[src/rtl/cla16_adder.sv]
module cla16_adder (
  input  logic [15:0] opa,
  input  logic [15:0] opb,
  input  logic        cin,
  output logic [15:0] sum,
  output logic        cout,
  output logic        blk_g,
  output logic        blk_p
);
  localparam int GW = 4;
  localparam int NG = 4;

  logic [15:0] g, p, c;
  logic [NG-1:0] gg, gp;
  logic [NG:0] gc;

  assign g = opa & opb;
  assign p = opa ^ opb;

  for (genvar k = 0; k < NG; k++) begin : g_grp
    localparam int B = k * GW;
    assign c[B]   = gc[k];
    assign c[B+1] = g[B] | (p[B] & gc[k]);
    assign c[B+2] = g[B+1] | (p[B+1] & g[B]) | (p[B+1] & p[B] & gc[k]);
    assign c[B+3] = g[B+2] | (p[B+2] & g[B+1]) | (p[B+2] & p[B+1] & g[B])
                  | (p[B+2] & p[B+1] & p[B] & gc[k]);
    assign gp[k]  = &p[B+3:B];
    assign gg[k]  = g[B+3] | (p[B+3] & g[B+2]) | (p[B+3] & p[B+2] & g[B+1])
                  | (p[B+3] & p[B+2] & p[B+1] & g[B]);
  end

  assign gc[0] = cin;
  assign gc[1] = gg[0] | (gp[0] & cin);
  assign gc[2] = gg[1] | (gp[1] & gg[0]) | (gp[1] & gp[0] & cin);
  assign gc[3] = gg[2] | (gp[2] & gg[1]) | (gp[2] & gp[1] & gg[0])
               | (gp[2] & gp[1] & gp[0] & cin);
  assign blk_g = gg[3] | (gp[3] & gg[2]) | (gp[3] & gp[2] & gg[1])
               | (gp[3] & gp[2] & gp[1] & gg[0]);
  assign blk_p = &gp;
  assign gc[4] = blk_g | (blk_p & cin);

  assign sum  = p ^ c;
  assign cout = gc[4];
endmodule


[config.mk]
export PLATFORM = sky130hd
export DESIGN_NAME = cla16_adder
export DESIGN_NICKNAME = d
export VERILOG_FILES = /design/src/rtl/cla16_adder.sv
export SDC_FILE = /design/constraint.sdc
export NUM_CORES = 1
export LEC_CHECK = 0
export ABC_CLOCK_PERIOD_IN_PS = 4300
export BUFFER_PORTS_ARGS = -buffer_cell sky130_fd_sc_hd__buf_2
export CORE_ASPECT_RATIO = 0.5
export CORE_MARGIN = 3
export CORE_UTILIZATION = 25
export DETAILED_ROUTE_END_ITERATION = 12
export PLACE_DENSITY = 0.54
export SYNTH_ARGS = -nofsm -noshare
export SYNTH_HDL_FRONTEND = slang
export SYNTH_SLANG_ARGS = --single-unit
[constraint.sdc]
create_clock -name vclk -period 4.3
set_input_delay 0.43 -clock vclk [all_inputs]
set_output_delay 0.43 -clock vclk [all_outputs]
set_load 0.1 [all_outputs]
==> flow_summary.toml <==
[global_route]
grt.total_usage = 0.0914
gr-usage-met1 = 0.149
grt-ovfl-total = 0
grt_max_degree = 6
antenna_found_initial = 0
grt_pass1_vias = 677
use_met3 = 0.00207
top_usage_layer = "met1"
use_met2 = 0.141
grt_pass1_wl_um = 2790

[worst_hold_path]
min-delay-start = "cin"
hp-class = "input pin to output port"

[layout]
drive_gt1_frac = 0.423
antenna_cells = 0
clkbuf_count = 0
nNetsFinal = 192
areaGrowthSynthToFinish_pct = 44.1
seq_cell_count = 0
fillerInstances = 311
regArea_um2 = 0

[sta]
setup_viol = 0
rsz0062_at_grt = "false"
max_slew_margin = 0.676
fin_tns_setup_ps = 0
worst_slew_pin_slew_ps = 489
slew_violations = 0
post-route-period-util = 0.692
hold_viol = 0
max_freq_ghz = 0.336
fin_crit_ps = 2970
hold_ws_ps = 1400

[floorplan]
die_w_um = 81.6
coreArea_mm2 = 0.00265
rows = 13
die_area_mm2 = 0.00357
die-height_um = 43.8
start_util = 0.269
io_pins = 52

[logic_synthesis]
syn_area_per_cell_um2 = 8.41
synth.area.top_cells = "ha_1, fa_1, xnor2_1"
synth_commonest_cells = "ha_1, a21oi_1, a21o_1, nand2_1, xnor2_1"
yosys.area.top_type = "ha_1"
synth_most_common_cell = "ha_1"
yosys_warnings = 0
syn_nets = 138
ys_seq_area_frac = 0
synthesis.area_um2 = 714
synthCells = 85
synth.top_cell.area_share = 0.280
ys_types = 26

[drt]
firstDrtPassIters = 4
ant_nets = 0
drc_errors = 0
vias = 753
wl_per_cell_um = 9.59
viasPerCell = 4.33
drt_iter0_drc = 20
wirelength_um = 1670

[placed_design]
place_hpwl_um = 1580
io_buffers = 52
place.gp.congestion = 0.720

[clocking]
cts_setup_buffers = 0
postCtsResizedCells = 0
cts_hold_buffers = 0

[setup_path]
worstPathArrival_ps = 2540
startpoint = "opa[9]"
cp.required_ps = 3870
crit_path_end_kind = "output port"
startpoint_type = "input pin"
cp_max_fo = 4
critPathKind = "input pin to output port"

[run]
drv_cap = 0

[pwr]
powerDensity_mw_per_mm2 = 398
vdd_drop_max_mv = 0.174
p_leak_nw = 0.588
report.power.total_mw = 0.410

[outcome]
outcome = "completed"
-- metrics by stage --
stage / std cells / instance area, um2 / utilization / worst slack (ps)
CTS: 174 / 1030 / 0.388 / 1330
detailed placement: 174 / 1030 / 0.388 / 1340
floorplan: 85 / 723 / - / 671
global placement: 174 / 1030 / 0.388 / 1370
finish: 174 / 1030 / 0.388 / 1330
global route: 174 / 1030 / 0.388 / 1220
-- where the power goes --
part | leakage, nW | total (mW) | switching [mW] | internal, mW
registers | 0 | 0 | 0 | 0
clock network | 0 | 0 | 0 | 0
logic | 0.588 | 0.410 | 0.331 | 0.0791
total | 0.588 | 0.410 | 0.331 | 0.0791
-- cell type report --
cell class         count  area (um2)  area share
multi-input cells     79         701       0.680
repair buffers        52         260       0.253
well taps             37        46.3      0.0450
inverters              6        22.5      0.0219
-- logic make-up after synthesis --
kind of cell	synth area share
adder cells (fa/ha/maj)	0.392
multiplexers	0.0140
XOR/XNOR	0.135
AND/OR/NAND/NOR	0.161
buffers and inverters	0.0315
AO/OA/AOI/OAI	0.266
-- cell usage in the layout (no fill, tap or decap), types with 2 or more instances in the layout --
cell     count
nor3_1       3
a21o_1       7
a31oi_1      2
nor2_1       3
xor2_1       4
nand2_1      7
xnor2_1      7
inv_1        6
nor2b_1      2
a21oi_1      8
fa_1         4
o21ai_2      2
buf_2       52
ha_1        16
nand4_1      2
-- layer usage --
layer	share of wire	up-vias
li1	-	422
met1	0.51	315
met2	0.43	16
met3	0.059	0
met4	0	0
met5	0	-
-- path summary, 6_finish.rpt --
| path | slack, ps | depth (start not counted) | endpoint |
|---|---|---|---|
| max | 1330 | 9 | sum[13] |
| min | 1400 | 3 | cout |
-- critical path, cell delays in order --
cell     delay (ps)
buf_2           100
ha_1            320
a21o_1          210
a31oi_1         210
o31a_1          210
o21ai_2         100
fa_1            380
xor2_1          150
buf_2           440
Power figures use the tool's default switching activity.
